$ cat src/rtl/sgi_nsacc_pkg.sv
// Package: shared encodings for the secure SGI access permission register.
// Assumes 2-bit permission codes. Higher codes grant a superset of the
// permissions of lower codes.
package sgi_nsacc_pkg;

    localparam int FIELD_W = 2;

    // Security state presented with a bus access
    typedef enum logic [1:0] {
        SEC_SECURE    = 2'd0,
        SEC_NONSECURE = 2'd1,
        SEC_ROOT      = 2'd2,
        SEC_REALM     = 2'd3
    } sec_state_e;

    // Permission codes held per SGI
    localparam logic [FIELD_W-1:0] CODE_NONE = 2'b00;
    localparam logic [FIELD_W-1:0] CODE_G0   = 2'b01;
    localparam logic [FIELD_W-1:0] CODE_G0G1 = 2'b10;
    localparam logic [FIELD_W-1:0] CODE_RSVD = 2'b11;

    // Map the reserved code onto the widest valid grant
    function automatic logic [FIELD_W-1:0] norm_code(input logic [FIELD_W-1:0] c);
        return (c == CODE_RSVD) ? CODE_G0G1 : c;
    endfunction

endpackage

$ cat src/rtl/sgi_nsacc_gate.sv
// Module: access gate. Decides whether a bus access may write or read the
// register. Assumes one access per cycle and a fixed byte offset.
module sgi_nsacc_gate
    import sgi_nsacc_pkg::*;
#(
    parameter int              ADDR_W     = 16,
    parameter logic [ADDR_W-1:0] REG_OFFSET = 16'h0E00
) (
    input  logic              sec_disable,
    input  logic              bus_valid,
    input  logic              bus_write,
    input  logic [ADDR_W-1:0] bus_addr,
    input  logic [1:0]        bus_sec,
    output logic              wr_en,
    output logic              rd_en,
    output logic              rd_req
);

    logic hit;
    logic state_ok;

    // Purpose: qualify the access by offset, security state and global disable
    always_comb begin
        hit      = bus_valid && (bus_addr == REG_OFFSET);
        state_ok = (bus_sec == SEC_SECURE) || (bus_sec == SEC_ROOT);
        wr_en    = hit && bus_write && state_ok && !sec_disable;
        rd_en    = hit && !bus_write && state_ok && !sec_disable;
        rd_req   = bus_valid && !bus_write;
    end

endmodule

$ cat src/rtl/sgi_nsacc_store.sv
// Module: register storage with per-byte write enables.
// Assumes DATA_W is a multiple of 8. Resets to all-zero codes.
module sgi_nsacc_store #(
    parameter int DATA_W = 32,
    localparam int STRB_W = DATA_W / 8
) (
    input  logic              clk,
    input  logic              rst_n,
    input  logic              wr_en,
    input  logic [DATA_W-1:0] wdata,
    input  logic [STRB_W-1:0] wstrb,
    output logic [DATA_W-1:0] reg_q
);

    for (genvar b = 0; b < STRB_W; b++) begin : g_lane
        // Purpose: hold one byte lane, updated only when its strobe is set
        always_ff @(posedge clk) begin
            if (!rst_n)
                reg_q[b*8 +: 8] <= '0;
            else if (wr_en && wstrb[b])
                reg_q[b*8 +: 8] <= wdata[b*8 +: 8];
        end
    end

endmodule

$ cat src/rtl/sgi_nsacc_judge.sv
// Module: permission decision. Normalises every stored code and compares the
// selected one with the level the target group needs. Purely combinational.
// Assumes group bit 1 marks a non-secure target and bit 0 picks secure group 1.
module sgi_nsacc_judge
    import sgi_nsacc_pkg::*;
#(
    parameter int NUM_SGI = 16,
    localparam int DATA_W = NUM_SGI * FIELD_W,
    localparam int IDX_W  = $clog2(NUM_SGI)
) (
    input  logic [DATA_W-1:0] reg_q,
    input  logic [IDX_W-1:0]  sgi,
    input  logic [1:0]        group,
    input  logic              from_secure,
    output logic              allow
);

    logic [FIELD_W-1:0] level [NUM_SGI];
    logic [FIELD_W-1:0] sel;

    for (genvar i = 0; i < NUM_SGI; i++) begin : g_norm
        assign level[i] = norm_code(reg_q[i*FIELD_W +: FIELD_W]);
    end

    // Purpose: grant when the selected level covers the requested group
    always_comb begin
        sel = level[sgi];
        if (from_secure || group[1])
            allow = 1'b1;
        else if (!group[0])
            allow = (sel >= CODE_G0);
        else
            allow = (sel >= CODE_G0G1);
    end

endmodule

$ cat src/rtl/sgi_nsacc_reg.sv
// Module: top of the secure SGI access permission register. Joins the access
// gate, the storage and the decision logic, and registers both responses.
// Assumes a single-beat bus with no back-pressure and one query per cycle.
module sgi_nsacc_reg
    import sgi_nsacc_pkg::*;
#(
    parameter int                ADDR_W     = 16,
    parameter logic [ADDR_W-1:0] REG_OFFSET = 16'h0E00,
    parameter int                NUM_SGI    = 16,
    localparam int DATA_W = NUM_SGI * FIELD_W,
    localparam int STRB_W = DATA_W / 8,
    localparam int IDX_W  = $clog2(NUM_SGI)
) (
    input  logic              clk,
    input  logic              rst_n,
    input  logic              sec_disable,
    input  logic              bus_valid,
    input  logic              bus_write,
    input  logic [ADDR_W-1:0] bus_addr,
    input  logic [1:0]        bus_sec,
    input  logic [DATA_W-1:0] bus_wdata,
    input  logic [STRB_W-1:0] bus_wstrb,
    output logic              bus_rvalid,
    output logic [DATA_W-1:0] bus_rdata,
    input  logic              chk_valid,
    input  logic [IDX_W-1:0]  chk_sgi,
    input  logic [1:0]        chk_group,
    input  logic              chk_from_secure,
    output logic              chk_rvalid,
    output logic              chk_allow
);

    logic              wr_en;
    logic              rd_en;
    logic              rd_req;
    logic              allow_c;
    logic [DATA_W-1:0] reg_q;

    sgi_nsacc_gate #(
        .ADDR_W    (ADDR_W),
        .REG_OFFSET(REG_OFFSET)
    ) i_gate (
        .sec_disable(sec_disable),
        .bus_valid  (bus_valid),
        .bus_write  (bus_write),
        .bus_addr   (bus_addr),
        .bus_sec    (bus_sec),
        .wr_en      (wr_en),
        .rd_en      (rd_en),
        .rd_req     (rd_req)
    );

    sgi_nsacc_store #(
        .DATA_W(DATA_W)
    ) i_store (
        .clk  (clk),
        .rst_n(rst_n),
        .wr_en(wr_en),
        .wdata(bus_wdata),
        .wstrb(bus_wstrb),
        .reg_q(reg_q)
    );

    sgi_nsacc_judge #(
        .NUM_SGI(NUM_SGI)
    ) i_judge (
        .reg_q      (reg_q),
        .sgi        (chk_sgi),
        .group      (chk_group),
        .from_secure(chk_from_secure),
        .allow      (allow_c)
    );

    // Purpose: return read data, zero for blocked reads, one cycle after request
    always_ff @(posedge clk) begin
        if (!rst_n) begin
            bus_rvalid <= 1'b0;
            bus_rdata  <= '0;
        end else begin
            bus_rvalid <= rd_req;
            bus_rdata  <= rd_en ? reg_q : '0;
        end
    end

    // Purpose: register the permission decision one cycle after a query
    always_ff @(posedge clk) begin
        if (!rst_n) begin
            chk_rvalid <= 1'b0;
            chk_allow  <= 1'b0;
        end else begin
            chk_rvalid <= chk_valid;
            chk_allow  <= chk_valid && allow_c;
        end
    end

endmodule

$ cat config.mk
export PLATFORM = sky130hd
export DESIGN_NAME = sgi_nsacc_reg
export DESIGN_NICKNAME = d
export VERILOG_FILES = /design/src/rtl/sgi_nsacc_pkg.sv /design/src/rtl/sgi_nsacc_gate.sv /design/src/rtl/sgi_nsacc_store.sv /design/src/rtl/sgi_nsacc_judge.sv /design/src/rtl/sgi_nsacc_reg.sv
export SDC_FILE = /design/constraint.sdc
export NUM_CORES = 1
export LEC_CHECK = 0
export ABC_CLOCK_PERIOD_IN_PS = 5730
export BUFFER_PORTS_ARGS = -buffer_cell sky130_fd_sc_hd__buf_4
export CAP_MARGIN = 25
export CORE_MARGIN = 4
export CORE_UTILIZATION = 30
export CTS_BUF_LIST = sky130_fd_sc_hd__clkbuf_2 sky130_fd_sc_hd__clkbuf_4 sky130_fd_sc_hd__clkbuf_8
export CTS_CLUSTER_SIZE = 20
export DETAILED_ROUTE_END_ITERATION = 16
export SETUP_SLACK_MARGIN = 0.02
export SYNTH_ARGS = -nofsm -noshare
export SYNTH_HDL_FRONTEND = slang
export SYNTH_SLANG_ARGS = --single-unit
$ cat constraint.sdc
create_clock -name clk -period 5.73 [get_ports clk]
set_input_delay 0.2865 -clock clk [delete_from_list [all_inputs] [get_ports clk]]
set_output_delay 0.2865 -clock clk [all_outputs]
set_load 0.05 [all_outputs]
# After elaboration in Yosys (flattened, before gate mapping)
# Cells that the tools add are included.
dict set report totals {
  ff_bits 67
  out_inout_bits 35
}
dict set report classes {
  n_lt_le_gt_ge 3
  n_eq_ne 18
  n_mux 21
  bitwise_logic 1
  reduce_logical 19
}
# operator n
set ops {}
lappend ops {{2-bit two-way mux} 18}
lappend ops {{2-bit == test (second input constant)} 17}
lappend ops {{16-bit by 12-bit == test with 1-bit output (second input constant)} 1}
lappend ops {{1-bit logical AND} 13}
lappend ops {{2-bit binary-select mux with 4-bit select} 1}
lappend ops {{5-bit greater-or-equal comparator (second input constant)} 1}
lappend ops {{4-bit inverter with 5-bit output} 1}
lappend ops {{2-bit by 1-bit greater-or-equal comparator with 1-bit output (second input constant)} 1}
lappend ops {{2-bit greater-or-equal comparator (second input constant)} 1}
lappend ops {{1-bit zero test} 2}
lappend ops {{2-bit zero test} 1}
lappend ops {{1-bit logical OR} 2}
lappend ops {{1-bit two-way mux} 2}
lappend ops {{2-bit AND reduction} 1}

# Logic depth before layout (Yosys ltp)
dict set report logic_depth {
  depth_word 9
  depth_mapped 6
  ltp_nobuf 5
}

# Modules after synthesis
# From an unflattened synthesis, not the netlist that was laid out.
dict set report hier_totals {
  hier_cells 286
  area_unflattened_um2 2890.3
}
# mod n_inst cells_per_inst area_per_inst_um2 seq_area_each_um2
set by_module_without_submodules {}
lappend by_module_without_submodules {sgi_nsacc_store 1 151 1426.4 640.6}
lappend by_module_without_submodules {sgi_nsacc_reg 1 76 987.2 700.7}
lappend by_module_without_submodules {sgi_nsacc_judge 1 50 382.9 0.0}
lappend by_module_without_submodules {sgi_nsacc_gate 1 9 93.8 0.0}

# Worst setup path after synthesis
# Ideal clock, no wire load.
dict set report synth_path {
  path_type {input to register}
  start {in bus_addr[1]}
  end {reg i_store.reg_q[6]}
  setup_time_ns 0.115
  arrival_ns 1.878
  slack_ns 3.737
  stages 6
  n_path_buf 1
  cell_sequence {or4_4 -> nor4_4 -> nand4_4 -> buf_6 -> nand3_1 -> o21ai_2}
}
dict set report synth_via {
  elab_chain_cells 6
}
# element line_no
set synth_rtl {}
lappend synth_rtl {{start: declaration} sgi_nsacc_reg.sv:19} ;# input logic [ADDR_W-1:0] bus_addr,
lappend synth_rtl {{16-bit by 12-bit == test with 1-bit output} sgi_nsacc_gate.sv:24} ;# hit = bus_valid && (bus_addr == REG_OFFSET);
lappend synth_rtl {{1-bit logical AND} sgi_nsacc_gate.sv:24}
lappend synth_rtl {{1-bit logical AND (3 in a row)} sgi_nsacc_gate.sv:26} ;# wr_en = hit && bus_write && state_ok && !sec_disable;
lappend synth_rtl {{1-bit logical AND} sgi_nsacc_store.sv:20} ;# else if (wr_en && wstrb[b])
lappend synth_rtl {{end signal: indexed assignment} sgi_nsacc_store.sv:21} ;# reg_q[b*8 +: 8] <= wdata[b*8 +: 8];
lappend synth_rtl {{end: declaration} sgi_nsacc_store.sv:12} ;# output logic [DATA_W-1:0] reg_q
# Every way passes these cells.
# A chain may end at the register's enable or synchronous reset.

# Worst setup path after layout
dict set report layout_path {
  start {in bus_addr[1]}
  end {reg i_store.reg_q[11]}
}
# Same word-level chain as after synthesis.

==> results.json <==
{
  "avgRoutedWirePerCell_um": 13.86,
  "drt-total-wl_um": 6582,
  "clock_latency_ns": 0.34,
  "synth-seq-area-share_pct": 48.93,
  "final_util_pct": 42.11,
  "cts.clk_slew.worst_paths_ns": 0.08,
  "grt_max_degree": 67,
  "path_max_fanout": 16,
  "antenna_found_initial": 0,
  "synth-seq-cells": 67,
  "syn_to_final_growth_pct": 35.28,
  "outcome": "complete, no violations",
  "placementRows": 34,
  "antenna_left": 0,
  "num_vias": 2206,
  "end_kind": "flop",
  "setup_ws_ns": 3.766,
  "die_area_um2": 10730,
  "finalSetupViolations": 0,
  "drtIter0Drc": 36,
  "place_ws_ns": 3.364,
  "hold_class": "input pin to flop",
  "synth_area_leader_cell": "dfxtp_1",
  "finalNetCount": 429,
  "firstDrtPassIters": 3,
  "critPathRequiredTime_ns": 5.96,
  "hold_buffers": 0,
  "power.leakage_nw": 1.567,
  "synth.distinct_cells": 31,
  "hpwl_um": 4856,
  "avgSynthCellArea_um2": 10.23,
  "grt_pass1_vias": 2259,
  "hold_viol": 0,
  "synth-edff-count": 0,
  "timing.fmax_mhz": 509.2,
  "yosysWarnings": 0,
  "yosysMostFrequentCell": "dfxtp_1",
  "cts-root-buf": "clkbuf_8",
  "grt_pass1_wl_um": 11030,
  "overflow": 0,
  "cts_tree": "done",
  "start_util_pct": 31.13,
  "layout-drive-gt1-share_pct": 43.60,
  "grt_use_total_pct": 12.77,
  "rsz0062_at_grt": "false",
  "regArea_um2": 1341,
  "cts_setup_buffers": 0,
  "num-fill-cells": 895,
  "gp_congestion": 0.7147,
  "synthFlopType": "dfxtp_1",
  "synth_top_area_share_pct": 48.93,
  "htree_num_levels": 3,
  "fin_crit_ns": 1.964,
  "total_power_mw": 0.9260,
  "worstSetupPathType": "input pin to flop",
  "ios": 102,
  "multi_input_area_um2": 1257,
  "yosys-top-cells-area": "dfxtp_1 (49%), o21ai_2 (10%), and2_1 (7.5%)",
  "skew_ns": 0.006123,
  "syn_inst": 268,
  "numPortBuffers": 100,
  "startpoint_type": "input pin",
  "syn-num-nets": 335,
  "die_h_um": 103.6,
  "clock_sinks": 67,
  "cts_resized": 0,
  "peakVddDrop_mv": 0.1089,
  "maxCapViolCount": 0,
  "worstPathArrival_ns": 2.19,
  "worst_pin_slew_ns": 0.6523,
  "coreArea_um2": 8806,
  "die_x_um": 103.6,
  "route.detailed.drc": 0,
  "via_per_inst": 4.644,
  "slew_viol_final": 0,
  "cts_inserted_buffers": 9,
  "cts_buffer_depth": 2,
  "antenna_cells": 0,
  "slew_headroom_pct": 56.52,
  "synth_top_cells_by_count": "dfxtp_1 (67), nand2_1 (34), and2_1 (33), nand3_1 (33), o21ai_2 (32)",
  "period_share_pct": 34.27,
  "fin_setup_tns_ns": 0,
  "power_density_nw_per_um2": 249.7,
  "async_reset_ff_share_pct": 0,
  "syn_area_um2": 2741
}
## state kept, by name (all words and copies together) (netlist names)
name / count
i_store.reg_q: 32
bus_rvalid: 1
bus_rdata: 32
chk_allow: 1
chk_rvalid: 1
## metal layers
metal	share of wire, %	vias up	GRT usage (%)
met5	0	-	0
met3	7.2	11	4.602
li1	-	1133	-
met1	46	987	16.56
met4	2.0	0	5.603
met2	45	75	19.11
## critical path: stages
cell and delay, ns:
buf_4 0.10, or4_4 0.53, nor4_4 0.54, nand4_4 0.42, nand3_1 0.23, o21ai_2 0.07
## logic make-up (layout without fill, tap and decap cells)
group / count (synthesis) / in the layout / synth area share (%)
buf+inv: 24 / 123 / 5.204
mux: 5 / 5 / 3.651
simple gates: 124 / 124 / 27.89
flops: 67 / 67 / 48.93
compound gates: 48 / 48 / 14.33
## final cells by class
cell class                 count  share of cell area (%)
clock buffer                  11                   3.914
clock inverter                 5                   1.417
inverter                       7                  0.7085
multi-input combinational    177                   33.91
sequential                    67                   36.17
tap                          108                   3.644
timing repair buffer         100                   20.24
## through the flow
step / cells / hold slack (ns) / cell area, um2
global route: 475 / 0.1639 / 3709
CTS: 475 / 0.1474 / 3709
finish: 475 / 0.1729 / 3709
global placement: 459 / 0.4707 / 3511
floorplan: 268 / 0.3984 / 2741
detailed placement: 459 / 0.4705 / 3511
## power by group
part | switching [mW] | internal, mW
Combinational | 0.0327 | 0.0359
Clock | 0.175 | 0.215
Sequential | 0.000367 | 0.466
## final timing paths
| kind | startpoint | to | slack, ns | cells after the start |
|---|---|---|---|---|
| max | bus_addr[1] | i_store.reg_q[11] | 3.77 | 6 |
| min | chk_valid | chk_rvalid | 0.17 | 3 |
| max reg2reg | i_store.reg_q[5] | chk_allow | 4.24 | 5 |
| min reg2reg | i_store.reg_q[26] | i_store.reg_q[26] | 0.48 | 2 |
## placed cells by master (no fill, tap or decap)
cell type / instances
clkinvlp_4: 1
nor2b_1: 1
a31oi_1: 3
or4_4: 1
nand3_1: 33
a21o_1: 1
and2_1: 33
o21ai_2: 32
nand2_1: 34
a311oi_1: 3
nor3b_1: 6
clkinv_2: 3
a2111oi_0: 2
clkbuf_8: 10
nand2b_1: 2
nor4_4: 2
and3b_1: 1
a211oi_1: 3
inv_1: 7
nor4_1: 1
dfxtp_1: 67
clkbuf_4: 1
or4_1: 1
mux2i_1: 1
o21ai_0: 2
and3_4: 1
buf_4: 100
nand3b_1: 2
or4b_1: 1
mux4_2: 4
bufinv_16: 1
nand4_4: 4
nor2_1: 1
a21oi_1: 2
Power figures use the tool's default switching activity.
